$ cat src/rtl/bgs_pkg.sv
package bgs_pkg;
    typedef enum logic [1:0] {
        CH_R  = 2'd0,
        CH_GR = 2'd1,
        CH_GB = 2'd2,
        CH_B  = 2'd3
    } chan_e;

    typedef enum logic [1:0] {
        RES_FULL = 2'd0,
        RES_9B   = 2'd1,
        RES_8B   = 2'd2,
        RES_ALT  = 2'd3
    } res_e;
endpackage

$ cat src/rtl/bgs_cfg_shadow.sv
module bgs_cfg_shadow #(
    parameter int GAIN_W = 7,
    parameter int OFS_W  = 8
) (
    input  logic                        clk,
    input  logic                        rst_n,
    input  logic                        load,
    input  logic [3:0][GAIN_W-1:0]      gain_in,
    input  logic [3:0][OFS_W-1:0]       ofs_in,
    input  logic                        sep_in,
    input  logic [1:0]                  res_in,
    output logic [3:0][GAIN_W-1:0]      gain_eff,
    output logic [3:0][OFS_W-1:0]       ofs_eff,
    output logic                        sep_eff,
    output logic [1:0]                  res_eff
);
    typedef struct packed {
        logic [3:0][GAIN_W-1:0] gain;
        logic [3:0][OFS_W-1:0]  ofs;
        logic                   sep;
        logic [1:0]             res;
    } cfg_t;

    localparam cfg_t CFG_RST = '{gain: '0, ofs: '0, sep: 1'b1, res: 2'd0};

    cfg_t cfg_d, cfg_q;

    always_comb begin
        cfg_d = cfg_q;
        if (load) begin
            cfg_d.gain = gain_in;
            cfg_d.ofs  = ofs_in;
            cfg_d.sep  = sep_in;
            cfg_d.res  = res_in;
        end
        // the start-of-frame pixel already sees the fresh settings
        gain_eff = load ? gain_in : cfg_q.gain;
        ofs_eff  = load ? ofs_in  : cfg_q.ofs;
        sep_eff  = load ? sep_in  : cfg_q.sep;
        res_eff  = load ? res_in  : cfg_q.res;
    end

    always_ff @(posedge clk or negedge rst_n) begin
        if (!rst_n) cfg_q <= CFG_RST;
        else        cfg_q <= cfg_d;
    end

    // captured settings only move on a start-of-frame pixel
    assert_cfg_hold_R6: assert property (@(posedge clk) disable iff (!rst_n)
        !load |=> $stable(cfg_q));
endmodule

$ cat src/rtl/bgs_chan_tracker.sv
module bgs_chan_tracker
    import bgs_pkg::*;
(
    input  logic  clk,
    input  logic  rst_n,
    input  logic  in_valid,
    input  logic  in_sof,
    input  logic  in_eol,
    output chan_e chan
);
    typedef struct packed {
        logic row;
        logic col;
    } par_t;

    par_t par_d, par_q;
    logic row_now, col_now;

    always_comb begin
        par_d   = par_q;
        row_now = in_sof ? 1'b0 : par_q.row;
        col_now = in_sof ? 1'b0 : par_q.col;
        chan    = chan_e'({row_now, col_now});
        if (in_valid) begin
            if (in_eol) begin
                par_d.row = ~row_now;
                par_d.col = 1'b0;
            end else begin
                par_d.row = row_now;
                par_d.col = ~col_now;
            end
        end
    end

    always_ff @(posedge clk or negedge rst_n) begin
        if (!rst_n) par_q <= '0;
        else        par_q <= par_d;
    end

    // a frame's first pixel leaves the tracker on row 0, column 1
    assert_frame_start_R1: assert property (@(posedge clk) disable iff (!rst_n)
        (in_valid && in_sof && !in_eol) |=> (par_q.row == 1'b0 && par_q.col == 1'b1));
    // a line end returns to column 0 on the other row
    assert_line_end_R1: assert property (@(posedge clk) disable iff (!rst_n)
        (in_valid && in_eol && !in_sof) |=> (par_q.col == 1'b0 && par_q.row != $past(par_q.row)));
endmodule

$ cat src/rtl/bgs_gain_unit.sv
module bgs_gain_unit
    import bgs_pkg::*;
#(
    parameter int PIX_W  = 10,
    parameter int GAIN_W = 7,
    parameter int OFS_W  = 8,
    parameter int FRAC_W = 10
) (
    input  logic              clk,
    input  logic              rst_n,
    input  logic              in_valid,
    input  logic              in_sof,
    input  logic              in_eol,
    input  logic [PIX_W-1:0]  in_pix,
    input  logic [GAIN_W-1:0] in_code,
    input  logic [OFS_W-1:0]  in_ofs,
    input  logic [1:0]        in_res,
    output logic              out_valid,
    output logic              out_sof,
    output logic              out_eol,
    output logic [PIX_W-1:0]  out_pix
);
    localparam int unsigned GAIN_ONE = 1 << GAIN_W;
    localparam int unsigned RECIP_NUM = 1 << (FRAC_W + GAIN_W);
    localparam int PROD_W  = PIX_W + GAIN_W;
    localparam int RECIP_W = FRAC_W + GAIN_W + 1;
    localparam int MUL_W   = PIX_W + RECIP_W;
    localparam int D_W     = GAIN_W + 1;
    localparam int CHK_W   = PROD_W + 1 + D_W;
    localparam int SUM_W   = PROD_W + 2;
    localparam logic [PIX_W-1:0] PIX_MAX = '1;

    typedef struct packed {
        logic              v;
        logic              sof;
        logic              eol;
        logic [PIX_W-1:0]  pix;
        logic [GAIN_W-1:0] code;
        logic [OFS_W-1:0]  ofs;
        logic [1:0]        res;
    } lane_t;

    typedef struct packed {
        lane_t             a;
        lane_t             b;
        logic [PROD_W-1:0] est;
        logic              ov;
        logic              osof;
        logic              oeol;
        logic [PIX_W-1:0]  opix;
    } pipe_t;

    pipe_t p_d, p_q;

    // scaled reciprocal, rounded down, one entry per gain code
    logic [RECIP_W-1:0] recip_tbl [GAIN_ONE];
    for (genvar gi = 0; gi < GAIN_ONE; gi++) begin : g_recip
        assign recip_tbl[gi] = RECIP_W'(RECIP_NUM / (GAIN_ONE - gi));
    end

    logic [MUL_W-1:0]        mul;
    logic [D_W-1:0]          den;
    logic [PROD_W:0]         q_try, q_fix;
    logic [CHK_W-1:0]        lhs, rhs;
    logic signed [SUM_W-1:0] sum;
    logic [PIX_W-1:0]        sat, trunc;

    always_comb begin
        p_d = p_q;

        // stage 1: capture the selected pixel and its settings
        p_d.a.v    = in_valid;
        p_d.a.sof  = in_valid & in_sof;
        p_d.a.eol  = in_valid & in_eol;
        p_d.a.pix  = in_pix;
        p_d.a.code = in_code;
        p_d.a.ofs  = in_ofs;
        p_d.a.res  = in_res;

        // stage 2: estimate the quotient with the reciprocal
        mul     = MUL_W'(p_q.a.pix) * MUL_W'(recip_tbl[p_q.a.code]);
        p_d.b   = p_q.a;
        p_d.est = PROD_W'(mul >> FRAC_W);

        // stage 3: single-step correction, offset, clamp, precision
        den   = D_W'(GAIN_ONE) - D_W'(p_q.b.code);
        q_try = {1'b0, p_q.est} + 1'b1;
        lhs   = CHK_W'(q_try) * CHK_W'(den);
        rhs   = CHK_W'({p_q.b.pix, {GAIN_W{1'b0}}});
        q_fix = (lhs <= rhs) ? q_try : {1'b0, p_q.est};
        sum   = $signed(SUM_W'(q_fix))
              + $signed({{(SUM_W-OFS_W){p_q.b.ofs[OFS_W-1]}}, p_q.b.ofs});
        if (sum[SUM_W-1])                sat = '0;
        else if (|sum[SUM_W-2:PIX_W])    sat = PIX_MAX;
        else                             sat = sum[PIX_W-1:0];
        case (res_e'(p_q.b.res))
            RES_9B:  trunc = sat & ~PIX_W'(1);
            RES_8B:  trunc = sat & ~PIX_W'(3);
            default: trunc = sat;
        endcase
        p_d.ov   = p_q.b.v;
        p_d.osof = p_q.b.sof;
        p_d.oeol = p_q.b.eol;
        p_d.opix = p_q.b.v ? trunc : '0;
    end

    always_ff @(posedge clk or negedge rst_n) begin
        if (!rst_n) p_q <= '0;
        else        p_q <= p_d;
    end

    assign out_valid = p_q.ov;
    assign out_sof   = p_q.osof;
    assign out_eol   = p_q.oeol;
    assign out_pix   = p_q.opix;

    // code 0 leaves the corrected quotient equal to the pixel
    assert_unity_R3: assert property (@(posedge clk) disable iff (!rst_n)
        (p_q.b.v && p_q.b.code == '0) |-> (q_fix == (PROD_W+1)'(p_q.b.pix)));
    // a zero product with a negative offset clamps to 0
    assert_floor_clamp_R4: assert property (@(posedge clk) disable iff (!rst_n)
        (p_q.b.v && q_fix == '0 && p_q.b.ofs[OFS_W-1]) |=> (out_pix == '0));
    // 8-bit precision leaves the two low bits clear
    assert_low_bits_R5: assert property (@(posedge clk) disable iff (!rst_n)
        (p_q.b.v && p_q.b.res == 2'd2) |=> (out_pix[1:0] == 2'b00));
endmodule

$ cat src/rtl/bayer_gain_stage.sv
module bayer_gain_stage
    import bgs_pkg::*;
#(
    parameter int PIX_W  = 10,
    parameter int GAIN_W = 7,
    parameter int OFS_W  = 8,
    parameter int FRAC_W = 10
) (
    input  logic              clk,
    input  logic              rst_n,
    input  logic              in_valid,
    input  logic              in_sof,
    input  logic              in_eol,
    input  logic [PIX_W-1:0]  in_pix,
    input  logic [GAIN_W-1:0] cfg_gain_r,
    input  logic [GAIN_W-1:0] cfg_gain_gr,
    input  logic [GAIN_W-1:0] cfg_gain_gb,
    input  logic [GAIN_W-1:0] cfg_gain_b,
    input  logic [OFS_W-1:0]  cfg_ofs_r,
    input  logic [OFS_W-1:0]  cfg_ofs_gr,
    input  logic [OFS_W-1:0]  cfg_ofs_gb,
    input  logic [OFS_W-1:0]  cfg_ofs_b,
    input  logic              cfg_sep_en,
    input  logic [1:0]        cfg_res,
    output logic              out_valid,
    output logic              out_sof,
    output logic              out_eol,
    output logic [PIX_W-1:0]  out_pix
);
    localparam int LAT = 3;

    logic [3:0][GAIN_W-1:0] gain_eff;
    logic [3:0][OFS_W-1:0]  ofs_eff;
    logic                   sep_eff;
    logic [1:0]             res_eff;
    chan_e                  chan;
    chan_e                  pick;
    logic [GAIN_W-1:0]      sel_code;
    logic [OFS_W-1:0]       sel_ofs;

    bgs_cfg_shadow #(.GAIN_W(GAIN_W), .OFS_W(OFS_W)) u_cfg (
        .clk      (clk),
        .rst_n    (rst_n),
        .load     (in_valid & in_sof),
        .gain_in  ({cfg_gain_b, cfg_gain_gb, cfg_gain_gr, cfg_gain_r}),
        .ofs_in   ({cfg_ofs_b, cfg_ofs_gb, cfg_ofs_gr, cfg_ofs_r}),
        .sep_in   (cfg_sep_en),
        .res_in   (cfg_res),
        .gain_eff (gain_eff),
        .ofs_eff  (ofs_eff),
        .sep_eff  (sep_eff),
        .res_eff  (res_eff)
    );

    bgs_chan_tracker u_trk (
        .clk      (clk),
        .rst_n    (rst_n),
        .in_valid (in_valid),
        .in_sof   (in_sof),
        .in_eol   (in_eol),
        .chan     (chan)
    );

    always_comb begin
        pick     = sep_eff ? chan : CH_GR;
        sel_code = gain_eff[pick];
        sel_ofs  = ofs_eff[pick];
    end

    bgs_gain_unit #(
        .PIX_W(PIX_W), .GAIN_W(GAIN_W), .OFS_W(OFS_W), .FRAC_W(FRAC_W)
    ) u_gain (
        .clk       (clk),
        .rst_n     (rst_n),
        .in_valid  (in_valid),
        .in_sof    (in_sof),
        .in_eol    (in_eol),
        .in_pix    (in_pix),
        .in_code   (sel_code),
        .in_ofs    (sel_ofs),
        .in_res    (res_eff),
        .out_valid (out_valid),
        .out_sof   (out_sof),
        .out_eol   (out_eol),
        .out_pix   (out_pix)
    );

    // cycles since reset, so latency checks never look before reset
    logic [1:0] warm_d, warm_q;
    always_comb warm_d = (warm_q == 2'(LAT)) ? warm_q : warm_q + 2'd1;
    always_ff @(posedge clk or negedge rst_n) begin
        if (!rst_n) warm_q <= '0;
        else        warm_q <= warm_d;
    end

    // the stream leaves exactly three cycles after it enters
    assert_latency_R7: assert property (@(posedge clk) disable iff (!rst_n)
        (warm_q == 2'(LAT)) |-> (out_valid == $past(in_valid, 3)
                                 && out_sof == $past(in_valid && in_sof, 3)
                                 && out_eol == $past(in_valid && in_eol, 3)));
    // markers and data only accompany a valid output
    assert_marker_qual_R7: assert property (@(posedge clk) disable iff (!rst_n)
        !out_valid |-> (!out_sof && !out_eol && out_pix == '0));
endmodule

$ cat config.mk
export PLATFORM = sky130hd
export DESIGN_NAME = bayer_gain_stage
export DESIGN_NICKNAME = d
export VERILOG_FILES = /design/src/rtl/bgs_pkg.sv /design/src/rtl/bgs_cfg_shadow.sv /design/src/rtl/bgs_chan_tracker.sv /design/src/rtl/bgs_gain_unit.sv /design/src/rtl/bayer_gain_stage.sv
export SDC_FILE = /design/constraint.sdc
export NUM_CORES = 1
export LEC_CHECK = 0
export ABC_AREA = 1
export BUFFER_PORTS_ARGS = -buffer_cell sky130_fd_sc_hd__buf_2
export CAP_MARGIN = 15
export CORE_MARGIN = 5
export CORE_UTILIZATION = 50
export DETAILED_ROUTE_END_ITERATION = 10
export GPL_TIMING_DRIVEN = 0
export HOLD_SLACK_MARGIN = 0.1
export PLACE_DENSITY = 0.77
export SETUP_SLACK_MARGIN = 0.3
export SYNTH_ARGS = -nofsm -noshare
export SYNTH_HDL_FRONTEND = slang
export SYNTH_SLANG_ARGS = --single-unit
$ cat constraint.sdc
create_clock -name clk -period 14.38 [get_ports clk]
set_input_delay 0.719 -clock clk [delete_from_list [all_inputs] [get_ports clk]]
set_output_delay 0.719 -clock clk [all_outputs]
set_load 0.01 [all_outputs]
==> summary.md <==
| Metric | Value |
|---|---|
| Avg Vias per Cell | `5.554` |
| Wire per inst | `17.93 um` |
| Clk_skew | `0.02516 ns` |
| Ratio of cells with drive above 1 in the final layout | `8.712%` |
| Syn Inst Count | `2,471` |
| Placed Cells | `3,073` |
| Buffer count from post-CTS setup fixing | `0` |
| Antenna Violating Nets Remaining | `0` |
| Wirelength, routed | `55,700 um` |
| First-pass DRT Iterations | `8` |
| TritonCTS buffer count | `17` |
| Worst Path Max Fanout | `10` |
| Post-synth top area share | `23.21%` |
| Max Cap Viol | `0` |
| First-pass GRT wire length | `89,980 um` |
| Slew Viols, Final | `0` |
| Post_cts resized | `0` |
| Die area | `0.04213 mm2` |
| HP Class | `reg -> reg` |
| Clock period minus worst slack | `11.53 ns` |
| Max Clk Rate | `86.76 MHz` |
| Starting Density | `50.61%` |
| Detailed router's first-iteration violation count | `1,566` |
| Core Area | `0.03767 mm2` |
| Slew of the pin with the lowest slew margin | `1.175 ns` |
| Seq/Total Area, Yosys | `20.35%` |
| H-tree lvl count | `4` |
| Final Hold Vio Count | `0` |
| Vias in the first global route | `17,940` |
| Startpoint Class | `register` |
| Final Wtd Congestion | `1.017` |
| Overflow after GRT | `0` |
| Clock Sinks | `155` |
| Final WS setup | `2.855 ns` |
| Largest net degree at the start of global routing | `88` |
| DRC | `0` |
| Top cells by area, synth | `fa_1 23%, dfrtp_1 20%, ha_1 9.6%` |
| Routing usage on met2 | `45.63%` |
| Port Buffer Count | `90` |
| Root Driver | `clkbuf_16` |
| Crit. End Element | `register` |
| Total negative setup slack | `0 ns` |
| GRT busiest layer | `met2` |
| Nets | `3,026` |
| Vias | `17,250` |
| Post-route clock period utilization | `80.15%` |
| Synth Warn # | `0` |
| RSZ-0062 raised after global routing | `false` |
| Most common cell in the netlist | `inv_1` |
| Post-synth EDFFs | `0` |
| Yosys reg bits | `155` |
| Slowest CP cell | `fa_1` |
| Outcome | `complete, no violations` |
| CP Class | `reg -> reg` |
| Req. time, crit path | `14.71 ns` |
| Worst skew pair latency | `0.45 ns` |
| M3 GR Usage | `3.846%` |
| Post-place setup slack | `3.181 ns` |
| Die Wd | `205.3 um` |
| Avg Cell Area, Syn | `7.715 um2` |
| Post-CTS Hold Buffers | `0` |
| Initial antenna violation count | `1` |
| CTS tree | `yes` |
| GRT Total Usage | `26.73%` |
| CP max stage delay | `0.58 ns` |
| Met1 Use GR | `34.29%` |
| Syn Nets | `2,916` |
| Clk pin slew, worst setup/hold paths | `0.08 ns` |
| Post-DP HPWL | `45,040 um` |
| Worst path most repeated cell | `nand2_1` |
| Max transition margin | `21.43%` |
| Commonest register cell after synthesis | `dfrtp_1` |
| CP arrival | `11.86 ns` |
| Area delta synth->final | `9.189%` |
| Unique masters post-synth | `52` |
| Die Height | `205.3 um` |
| Post-synth top area cell | `fa_1` |
| Finished Layout Cells | `3,106` |
| Longest Clk Path Bufs | `2` |
| I/O pins | `91` |
| Setup violators final | `0` |
| Most common library cells after synthesis | `473 x inv_1, 467 x nand2_1, 284 x nor2_1, 221 x fa_1, 154 x dfrtp_1` |
| FP Rows | `71` |
| Ys async rst share | `100.0%` |
| Synth Cell Area | `0.01906 mm2` |
-- per-stage QoR --
step | cell area, um2 | hold WS [ns] | util [%]
after floorplan | 19060 | 0.3312 | -
after global placement | 20150 | 0.3323 | 53.50
after detailed placement | 20190 | 0.3347 | 53.59
after CTS | 20810 | 0.3440 | 55.26
after global routing | 20820 | 0.3512 | 55.26
final | 20820 | 0.3420 | 55.26
-- sequential cells by signal, summed over array words and instances, names as in the netlist --
name / cells
u_gain.out_eol: 1
u_gain.p_d: 33
u_gain.out_valid: 1
u_gain.p_q: 44
u_trk.par_q: 2
u_cfg.cfg_q: 63
u_gain.out_pix: 10
u_gain.out_sof: 1
-- cells by family after synthesis --
kind of cell / share of synthesized area [%]
buffers and inverters: 11.32
multiplexers: 1.575
adder cells (fa/ha/maj): 32.79
AO/OA/AOI/OAI: 10.90
AND/OR/NAND/NOR: 20.22
XOR/XNOR: 2.849
flip-flops: 20.35
-- layer usage --
layer	vias up	share of wire [%]
met5	-	0
met4	0	3.9
met3	169	7.9
met2	798	49
met1	8388	39
li1	7895	-
-- critical path, delay by kind of cell (launching register included) --
kind / cells / cell delay (ns)
DFF: 1 / 0.37
xor gates and xnor gates: 4 / 1.05
and+or+nand+nor: 23 / 3.35
adders and majority gates: 9 / 3.89
AOI/OAI and AO/OA: 4 / 0.97
buffers and inverters: 8 / 1.82
-- cells in the final DEF, fill, tap and decap left out, types with 5 or more instances in the layout --
master and count:
nand2_1 467, nand3_1 81, o21a_1 7, nand4_1 10
o21bai_1 6, nor2_1 284, nor3_1 20, nor2_2 5
nor3_2 6, nand2_2 6, mux2i_1 30, a31oi_1 15
fa_1 221, inv_1 473, or2_2 37, buf_4 12
o211ai_1 7, ha_1 146, buf_2 100, inv_8 5
a21o_1 7, inv_2 11, buf_1 11, clkbuf_1 41
dfrtp_1 154, xnor2_1 26, o21ai_1 23, o21ai_0 143
o221ai_1 6, a21oi_1 122, clkbuf_16 17, xor2_1 36
-- area by class of cell --
type | count | area, um2
antenna | 1 | 2.502
buffer | 75 | 340.3
clock buffer | 17 | 425.4
clock inverter | 15 | 200.2
fill | 3538 | 16850
inverter | 484 | 1817
multi-input combinational | 1757 | 13030
sequential | 155 | 3880
tap | 511 | 639.4
timing repair buffer | 91 | 484.2
-- final timing paths --
kind                                 from           endpoint  slack (ns)  cells after the start
min in group asynchronous           rst_n    u_cfg.cfg_q[41]        0.36                      1
max                        u_gain.p_q[40]  u_gain.out_pix[7]        2.85                     48
min reg2reg                u_gain.p_d[58]     u_gain.p_d[11]        0.34                      0
min                        u_gain.p_d[58]     u_gain.p_d[11]        0.34                      0
max in group asynchronous           rst_n     u_gain.p_q[28]       13.18                      2
max reg2reg                u_gain.p_q[40]  u_gain.out_pix[7]        2.85                     48
Power is left out: the tool's default activity adds up to more than one toggle a clock period on the data nets, which glitch-free logic cannot reach.
